<file path="config.mk">
export PLATFORM = sky130hd
export DESIGN_NAME = wclk_gen
export DESIGN_NICKNAME = d
export VERILOG_FILES = /design/src/rtl/wclk_pkg.sv /design/src/rtl/wclk_rate_ctl.sv /design/src/rtl/wclk_pattern.sv /design/src/rtl/wclk_gen.sv
export SDC_FILE = /design/constraint.sdc
export NUM_CORES = 1
export LEC_CHECK = 0
export ABC_CLOCK_PERIOD_IN_PS = 13760
export BUFFER_PORTS_ARGS = -buffer_cell sky130_fd_sc_hd__buf_2
export CORE_MARGIN = 3
export CORE_UTILIZATION = 30
export CTS_CLUSTER_SIZE = 24
export DETAILED_ROUTE_END_ITERATION = 16
export PLACE_DENSITY = 0.55
export SLEW_MARGIN = 0
export SYNTH_ARGS = -nofsm -noshare
export SYNTH_HDL_FRONTEND = slang
export SYNTH_SLANG_ARGS = --single-unit
</file>
<file path="constraint.sdc">
create_clock -name clk -period 13.76 [get_ports clk]
set_input_delay 2.064 -clock clk [delete_from_list [all_inputs] [get_ports clk]]
set_output_delay 2.064 -clock clk [all_outputs]
set_load 0.02 [all_outputs]
</file>
<file path="src/rtl/wclk_pkg.sv">
package wclk_pkg;

  typedef enum logic [1:0] {
    OM_BIT  = 2'd0,
    OM_DDR2 = 2'd1,
    OM_SER8 = 2'd2
  } outmode_e;

  // bits the output stage consumes per source cycle
  function automatic int word_bits(outmode_e m);
    case (m)
      OM_SER8: return 8;
      OM_DDR2: return 2;
      default: return 1;
    endcase
  endfunction

  // smallest divider the mode can express
  function automatic int min_div(outmode_e m);
    case (m)
      OM_SER8: return 0;
      OM_DDR2: return 1;
      default: return 2;
    endcase
  endfunction

endpackage

</file>
<file path="src/rtl/wclk_rate_ctl.sv">
// Period sequencing: position counter, boundary detection and the
// settings latched at each boundary. Exposes both present and next state.
module wclk_rate_ctl #(
  parameter int W       = 8,
  parameter int MIN_DIV = 0,
  parameter int DIV_W   = 8,
  parameter int CNT_W   = DIV_W + 1
) (
  input  logic             clk,
  input  logic             rst,
  input  logic             run_en,
  input  logic [DIV_W-1:0] req_div,
  input  logic             req_shift,
  output logic             run_n,
  output logic [CNT_W-1:0] cnt_n,
  output logic [DIV_W-1:0] div_n,
  output logic             sh_n,
  output logic [DIV_W-1:0] div_q,
  output logic             sh_q
);

  logic             run_q;
  logic [CNT_W-1:0] cnt_q;
  logic [CNT_W-1:0] last_cnt;
  logic             at_bound;
  logic [DIV_W-1:0] req_c;
  logic             sh_ok;

  // raise requests below the mode's minimum
  generate
    if (MIN_DIV == 0) begin : g_noclamp
      assign req_c = req_div;
    end else begin : g_clamp
      assign req_c = (req_div < DIV_W'(MIN_DIV)) ? DIV_W'(MIN_DIV) : req_div;
    end
  endgenerate

  // quarter period resolvable only if half-period spans two bit times
  generate
    if (W >= 8) begin : g_shall
      assign sh_ok = 1'b1;
    end else begin : g_shsome
      assign sh_ok = (req_c > DIV_W'(MIN_DIV));
    end
  endgenerate

  always_comb begin
    if (div_q <= DIV_W'(1)) begin
      last_cnt = '0;
    end else begin
      last_cnt = ({1'b0, div_q} << 1) - CNT_W'(3);
    end
  end

  assign at_bound = !run_q || (cnt_q == last_cnt);

  always_comb begin
    if (at_bound) begin
      run_n = run_en;
      cnt_n = '0;
      div_n = req_c;
      sh_n  = req_shift & sh_ok;
    end else begin
      run_n = 1'b1;
      cnt_n = cnt_q + CNT_W'(1);
      div_n = div_q;
      sh_n  = sh_q;
    end
  end

  always_ff @(posedge clk) begin
    if (rst) begin
      run_q <= 1'b0;
      cnt_q <= '0;
      div_q <= '1;
      sh_q  <= 1'b0;
    end else begin
      run_q <= run_n;
      cnt_q <= cnt_n;
      div_q <= div_n;
      sh_q  <= sh_n;
    end
  end

endmodule

</file>
<file path="src/rtl/wclk_pattern.sv">
// Combinational word and strobe generation for a given period position.
module wclk_pattern #(
  parameter int W     = 8,
  parameter int DIV_W = 8,
  parameter int CNT_W = DIV_W + 1
) (
  input  logic             run,
  input  logic [CNT_W-1:0] cnt,
  input  logic [DIV_W-1:0] div,
  input  logic             sh,
  output logic [W-1:0]     word,
  output logic             cstart,
  output logic             hstart
);

  localparam int LW    = $clog2(W);
  localparam int BW    = CNT_W + 4;
  localparam int HALFW = (W >= 2) ? W / 2 : 1;

  logic [BW-1:0] hb;
  logic [BW-1:0] qtr;
  logic [BW-1:0] hi_end;

  // half-period in bit times
  always_comb begin
    if (div == '0) begin
      hb = BW'(W / 4);
    end else if (div == DIV_W'(1)) begin
      hb = BW'(W / 2);
    end else begin
      hb = BW'(div - DIV_W'(1)) << LW;
    end
  end

  assign qtr    = hb >> 1;
  assign hi_end = qtr + hb;

  generate
    for (genvar j = 0; j < W; j++) begin : g_bit
      logic [BW-1:0] bpos;
      logic          bval;
      always_comb begin
        if (div == '0) begin
          bpos = BW'(j % HALFW);
        end else begin
          bpos = (BW'(cnt) << LW) + BW'(j);
        end
        if (sh) begin
          bval = (bpos >= qtr) && (bpos < hi_end);
        end else begin
          bval = (bpos >= hb);
        end
      end
      assign word[W-1-j] = run & bval;
    end
  endgenerate

  assign cstart = run && (cnt == '0);
  assign hstart = run && ((div <= DIV_W'(1)) ||
                          (cnt == CNT_W'(div) - CNT_W'(1)));

endmodule

</file>
<file path="src/rtl/wclk_gen.sv">
module wclk_gen
  import wclk_pkg::*;
#(
  parameter outmode_e OUT_MODE = OM_SER8,
  parameter int       DIV_W    = 8,
  localparam int      W        = word_bits(OUT_MODE)
) (
  input  logic             clk,
  input  logic             rst,
  input  logic             run_en,
  input  logic [DIV_W-1:0] req_div,
  input  logic             req_shift,
  output logic [W-1:0]     clk_word,
  output logic             cyc_start,
  output logic             half_start,
  output logic [DIV_W-1:0] act_div,
  output logic             act_shift
);

  localparam int MIN_DIV = min_div(OUT_MODE);
  localparam int CNT_W   = DIV_W + 1;

  logic             run_n;
  logic [CNT_W-1:0] cnt_n;
  logic [DIV_W-1:0] div_n;
  logic             sh_n;
  logic [DIV_W-1:0] div_q;
  logic             sh_q;
  logic [W-1:0]     word_n;
  logic             cs_n;
  logic             hs_n;

  wclk_rate_ctl #(
    .W      (W),
    .MIN_DIV(MIN_DIV),
    .DIV_W  (DIV_W),
    .CNT_W  (CNT_W)
  ) u_ctl (
    .clk      (clk),
    .rst      (rst),
    .run_en   (run_en),
    .req_div  (req_div),
    .req_shift(req_shift),
    .run_n    (run_n),
    .cnt_n    (cnt_n),
    .div_n    (div_n),
    .sh_n     (sh_n),
    .div_q    (div_q),
    .sh_q     (sh_q)
  );

  // pattern evaluated on next state so the output flops line up with it
  wclk_pattern #(
    .W    (W),
    .DIV_W(DIV_W),
    .CNT_W(CNT_W)
  ) u_pat (
    .run   (run_n),
    .cnt   (cnt_n),
    .div   (div_n),
    .sh    (sh_n),
    .word  (word_n),
    .cstart(cs_n),
    .hstart(hs_n)
  );

  always_ff @(posedge clk) begin
    if (rst) begin
      clk_word   <= '0;
      cyc_start  <= 1'b0;
      half_start <= 1'b0;
    end else begin
      clk_word   <= word_n;
      cyc_start  <= cs_n;
      half_start <= hs_n;
    end
  end

  assign act_div   = div_q;
  assign act_shift = sh_q;

endmodule

</file>
# --- Yosys cells after proc, flatten, opt, wreduce, memory -nomap -nowiden ---
# Index checks and enable logic that the tools add are counted.
totals:
  reg_bits: 29
  inputBits: 12
  out_inout_bits: 19
  elab_cells: 94
op_classes:
  addsub: 12
  order_cmp: 26
  eq_ne: 3
  n_mux: 23
  n_bitwise: 8
  n_reduce_logical: 15
op_table:
  columns: ["operator", "count"]
  rows:
  - ["13-bit 2-to-1 mux", 9]
  - ["13-bit by 12-bit greater-or-equal comparator with 1-bit output", 7]
  - ["13-bit greater-or-equal comparator", 7]
  - ["13-bit less-than comparator", 7]
  - ["12-bit by 3-bit adder with 13-bit output (second input constant)", 4]
  - ["12-bit by 2-bit adder with 13-bit output (second input constant)", 2]
  - ["9-bit == test", 2]
  - ["9-bit 2-to-1 mux", 2]
  - ["8-bit by 1-bit subtractor with 9-bit output (second input constant)", 2]
  - ["8-bit by 1-bit <= comparator with 1-bit output (second input constant)", 2]
  - ["12-bit by 1-bit adder with 13-bit output (second input constant)", 1]
  - ["12-bit by 13-bit adder with 13-bit output", 1]
  - ["12-bit by 13-bit greater-or-equal comparator with 1-bit output", 1]
  - ["12-bit by 13-bit less-than comparator with 1-bit output", 1]
  - ["12-bit greater-or-equal comparator", 1]
  - ["12-bit 2-to-1 mux", 1]
  - ["1-bit logical AND", 10]
  - ["1-bit 2-to-1 mux", 10]
  - ["9-bit by 1-bit adder with 9-bit output (second input constant)", 1]
  - ["9-bit logical NOT", 1]
  - ["9-bit by 2-bit subtractor with 9-bit output (second input constant)", 1]
  - ["1-bit AND", 8]
  - ["8-bit by 1-bit == test with 1-bit output (second input constant)", 1]
  - ["8-bit logical NOT", 1]
  - ["other kinds (3)", 4]

# --- Longest topological paths before layout ---
logic_depth:
  ltp_word: 13
  depth_mapped: 35
  mapped_depth_nobuf: 32

# --- Hierarchy ---
# From an unflattened synthesis, not the netlist that was laid out.
unflattened:
  cells_unflattened: 419
  hier_area_um2: 3373.2
modules_own_cells:
  columns: ["mod", "n_inst", "cells_each", "area_each_um2", "seq_area_each_um2"]
  rows:
  - ["wclk_pattern", 1, 247, 1844.3, 0.0]
  - ["wclk_rate_ctl", 1, 152, 1266.2, 380.4]
  - ["wclk_gen", 1, 20, 262.8, 200.2]

# --- Worst setup path before layout ---
# Ideal clock, no wire load.
synth_timing:
  kind: "input port to flip-flop"
  from: "in req_div[7]"
  to: "reg clk_word[1]"
  setup_time_ns: 0.086
  arrival_time_ns: 6.538
  required_time_ns: 13.674
  slack_ns: 7.137
  cell_stages: 22
  n_path_buf: 0
  path_cell_list: "or4_1 > nor4_1 > a31oi_4 > a22oi_2 > nor2_1 > fa_1 > a21o_1 > a21oi_1 > o21bai_1 > a21oi_1 > o21bai_1 > a21oi_1 > o21bai_1 > a21oi_1 > ha_1 > a21oi_1 > o21ai_0 > a21boi_0 > nand2_1 > a22oi_1 > o21ai_0 > a211oi_1"
synth_via:
  elab_chain_cells: 9
  word_cells_on_any_way: 14
  cone_classes: "add/sub: 2; order compare: 3; eq/ne: 1; mux: 5; bitwise: 1; reduce/logical: 2"
synth_rtl:
  columns: ["item", "line_no", "rtl"]
  rows:
  - ["from (decl)", "wclk_gen.sv:11", "input logic [DIV_W-1:0] req_div,"]
  - ["8-bit 2-to-1 mux (*)", "wclk_rate_ctl.sv:58", "if (at_bound) begin"]
  - ["8-bit by 1-bit subtractor with 9-bit output / 8-bit by 1-bit == test with 1-bit output (equally long branches)", "wclk_pattern.sv:31, wclk_pattern.sv:28", null]
  - ["13-bit 2-to-1 mux", "wclk_pattern.sv:28", "end else if (div == DIV_W'(1)) begin"]
  - ["13-bit 2-to-1 mux", "wclk_pattern.sv:26", "if (div == '0) begin"]
  - ["12-bit by 13-bit adder with 13-bit output", "wclk_pattern.sv:36", "assign hi_end = qtr + hb;"]
  - ["13-bit less-than comparator", "wclk_pattern.sv:49", "bval = (bpos >= qtr) && (bpos < hi_end);"]
  - ["1-bit logical AND", "wclk_pattern.sv:49", null]
  - ["1-bit 2-to-1 mux (*)", "wclk_pattern.sv:48", "if (sh) begin"]
  - ["1-bit AND (*)", "wclk_pattern.sv:54", "assign word[W-1-j] = run & bval;"]
  - ["to (signal assigned)", "wclk_gen.sv:73", "clk_word <= word_n;"]
  - ["to (decl)", "wclk_gen.sv:13", "output logic [W-1:0] clk_word,"]
# Mark *: on every way between the ends. The rest lies on a longest branch, timed or not.
# A chain may end at the register's enable or synchronous reset.

# --- Worst setup path in the final report ---
layout_timing:
  from: "reg u_ctl.div_q[3]"
  to: "reg clk_word[2]"
layout_via:
  elab_chain_cells: 13
  word_cells_on_any_way: 23
  cone_classes: "add/sub: 4; order compare: 4; eq/ne: 2; mux: 9; bitwise: 1; reduce/logical: 3"
layout_rtl:
  columns: ["item", "line_no", "rtl"]
  rows:
  - ["from (decl)", "wclk_rate_ctl.sv:18", "output logic [DIV_W-1:0] div_q,"]
  - ["from (signal assigned)", "wclk_rate_ctl.sv:80", "div_q <= div_n;"]
  - ["9-bit by 2-bit subtractor with 9-bit output / 8-bit by 1-bit <= comparator with 1-bit output (equally long branches)", "wclk_rate_ctl.sv:51, wclk_rate_ctl.sv:48", null]
  - ["9-bit 2-to-1 mux", "wclk_rate_ctl.sv:48", "if (div_q <= DIV_W'(1)) begin"]
  - ["9-bit == test", "wclk_rate_ctl.sv:55", "assign at_bound = !run_q || (cnt_q == last_cnt);"]
  - ["1-bit logical OR", "wclk_rate_ctl.sv:55", null]
  - ["8-bit 2-to-1 mux", "wclk_rate_ctl.sv:58", null]
  - ["8-bit by 1-bit subtractor with 9-bit output / 8-bit by 1-bit == test with 1-bit output (equally long branches)", "wclk_pattern.sv:31, wclk_pattern.sv:28", null]
  - ["13-bit 2-to-1 mux", "wclk_pattern.sv:28", null]
  - ["13-bit 2-to-1 mux", "wclk_pattern.sv:26", null]
  - ["12-bit by 13-bit adder with 13-bit output", "wclk_pattern.sv:36", null]
  - ["13-bit less-than comparator", "wclk_pattern.sv:49", null]
  - ["1-bit logical AND", "wclk_pattern.sv:49", null]
  - ["1-bit 2-to-1 mux", "wclk_pattern.sv:48", null]
  - ["1-bit AND (*)", "wclk_pattern.sv:54", null]
# Marked as above.

==> metrics <==
dpl cells 619; Critical Path Start Type flop; area of the multi-input gates 0.00277 mm²; CP startpoint u_ctl.div_q[3]; mapped cell area 0.00358 mm²; Setup CP Type flop to flop; Power Density 88.1 mW/mm²; Resized cells post-CTS 0; # fillers 1219; DR pass1 iterations 5; Slew Limit Fails 0; number of global-route vias before repair 3384; P_sw 123 µW; Crit. End Element flop; Max Cap Viol 0; fin crit period 7.32 ns; hold crit path type flop to flop; final worst setup slack 6.44 ns; most used cell along the critical path a21oi_1; chip height 115 µm; Reg area 581 µm²; end of the critical path clk_word[2]; CTS Sinks 29; Cells after Synth 467; vias per cell 5.68; DRC 0; Final period util 53.2%; CTS buffer count 5; Final setup viols 0; fmax 0.137 GHz; global-route wire length before repair 17400 µm; Final ANT Viol Nets 0; via count 3559; clock transition at the registers of the reported paths 0.05 ns; IO Pins 31; clk root buf clkbuf_16; Worst R2R Start u_ctl.div_q[3]; dpl cell area 0.00380 mm²; most common cell after layout, fill and taps aside ha_1; Starting DRT DRC Count 334; Starting Density 31.1%; Overall Global Routing Usage 16.3%; clk_skew 0.00370 ns; mean routed wirelength per cell 16.9 µm; ys flop type dfxtp_1; Synth Warn # 0; share of layout cells above drive strength 1 11.2%; Clock Latency Late Sink 0.28 ns; Clk pwr share 37.2%; Sw Share 35.2%; Netlist cell types 74; TritonCTS clock tree built; Pleak 1.68 nW; CP Max Fanout 21; ys async rst share 0%; Mapped Nets 524; maximum clock insertion buffer count 2; hold_buf cts 0; Die Area 0.0133 mm²; Comb pwr share 35.4%; HPWL after DPL 8470 µm; worst r2r dst clk_word[2]; RSZ-0062 raised after global routing false; EDFF count, synth 0; Post-Layout Cell Count 627; fin area 0.00398 mm²; most frequent cells in the layout 44 x ha_1, 42 x nand2_1, 36 x nor2_1, 34 x a21oi_1, 30 x buf_2; Fin. Hold Viols 0; Slew @ Worst Pin 0.697 ns; Peak VDD IR 0.0396 mV; R2R depth 29; Tot Pwr 350 µW; nets@finish 540; core area 0.0115 mm²; FF+latch count, synth 29; Worst EP arrival 7.51 ns; Area Overhead vs Synth 11.2%; Reg2Reg Setup Slack 6.44 ns; part of the power in registers 27.4%; relative slew slack 53.1%; post-CTS setup buffer count 0; Max H-tree Level 2; sequential-to-total area share from yosys stat 16.2%; largest stage delay on the critical path 0.54 ns; pin count of the biggest net entering global routing 22; cell row count 39; CP bufs+invs 2; antenna violations before repair 0; Crit path depth 29; Mean Syn Cell Area 7.66 µm²; GP Congestion 0.898; Placement Setup Slack 6.29 ns; status complete, no violations; DRT Wirelength 10600 µm; CP delay by family, top compound AO/OA/AOI/OAI gates; Ant. Diodes 0; CP max stage cell or3_1; setup_tns 0 ns; Internal 227 µW; global route total overflow 0; Crit path required time 13.95 ns; DIE WIDTH 115 µm; IO buf count 30
## logic make-up (layout without fill, tap and decap cells)
family                     count (synthesis)  in the layout  share of synthesized area, %
other                                      1              1                         0.105
and+or+nand+nor                          160            160                          22.7
DFF                                       29             29                          16.2
buffers and inverters                     53             70                          6.40
xor gates and xnor gates                  40             40                          10.2
AOI/OAI and AO/OA                        133            133                          26.8
adders and majority gates                 45             45                          16.0
muxes                                      6              6                          1.68
## cell type report
cell class              count  area share, %
multi-input cells         385           69.6
flip-flops and latches     29           14.6
well taps                 143           4.50
repair buffers             32           4.15
clock buffers               7           3.59
inverters                  30           2.83
clock inverters             1          0.755
## per-layer routing
layer	up-vias	GRT usage, %	routed length, µm
met1	1660	22.1	4910
met4	0	6.65	357
met5	-	0	0
li1	1749	-	-
met2	125	26.5	4780
met3	25	1.42	569
## state kept, by name, indices dropped and copies added (netlist names)
signal,flops
clk_word,8
u_ctl.run_q,1
u_ctl.sh_q,1
u_ctl.div_q,8
cyc_start,1
half_start,1
u_ctl.cnt_q,9
## power by group through the flow
stage / clock network [mW] / registers [mW] / logic, mW
floorplan: 0 / 0.0963 / 0.0937
global placement: 0 / 0.0973 / 0.121
detailed placement: 0 / 0.0976 / 0.123
CTS: 0.133 / 0.0958 / 0.124
global route: 0.135 / 0.0968 / 0.141
finish: 0.130 / 0.0960 / 0.124
## synth_stat cells, drive strengths merged, types with 2 or more instances
| library cell | n | area, µm² |
|---|---|---|
| nand4 | 6 | 37.5 |
| a22oi | 5 | 42.5 |
| o221a | 2 | 22.5 |
| or4 | 6 | 48.8 |
| nand3 | 14 | 70.1 |
| a2111oi | 3 | 32.5 |
| clkbuf | 13 | 48.8 |
| o21bai | 7 | 52.6 |
| inv | 30 | 113 |
| nand2b | 5 | 31.3 |
| o311ai | 2 | 17.5 |
| a31oi | 5 | 46.3 |
| ha | 44 | 551 |
| o21ai | 17 | 88.8 |
| nand2 | 42 | 158 |
| nand3b | 2 | 15.0 |
| xnor2 | 26 | 228 |
| and3 | 2 | 12.5 |
| or3 | 3 | 18.8 |
| o22ai | 3 | 18.8 |
| nor4bb | 2 | 20.0 |
| a211oi | 8 | 60.1 |
| o31ai | 3 | 27.5 |
| nor3 | 16 | 80.1 |
| a311oi | 4 | 35.0 |
| o211ai | 7 | 52.6 |
| a21o | 8 | 60.1 |
| o21a | 2 | 15.0 |
| nor2 | 36 | 135 |
| nor2b | 2 | 12.5 |
| and2 | 5 | 31.3 |
| nand4b | 2 | 17.5 |
| nor4 | 8 | 50.1 |
| a22o | 2 | 17.5 |
| buf | 10 | 67.6 |
| a21oi | 37 | 196 |
| nor3b | 4 | 30.0 |
| mux2i | 6 | 60.1 |
| a21boi | 5 | 48.8 |
| dfxtp | 29 | 581 |
| xor2 | 13 | 114 |
| o221ai | 3 | 26.3 |
## worst min-delay path by stage
stage / cells after the start / startpoint / slack, ns / endpoint
floorplan: 2 / u_ctl.cnt_q[0] / 0.59 / u_ctl.cnt_q[0]
global placement: 1 / u_ctl.cnt_q[0] / 0.57 / u_ctl.cnt_q[0]
detailed placement: 1 / u_ctl.cnt_q[0] / 0.61 / u_ctl.cnt_q[0]
CTS: 1 / u_ctl.cnt_q[0] / 0.62 / u_ctl.cnt_q[0]
global route: 1 / u_ctl.cnt_q[0] / 0.67 / u_ctl.cnt_q[0]
finish: 1 / u_ctl.cnt_q[0] / 0.61 / u_ctl.cnt_q[0]
## stage by stage
stage	hold slack, ns	utilization [%]
after CTS	0.620	34.5
after global placement	0.574	33.0
after floorplan	0.588	-
final	0.615	34.5
after detailed placement	0.608	33.0
after global routing	0.674	34.5
(Power assumes the default switching activity.)
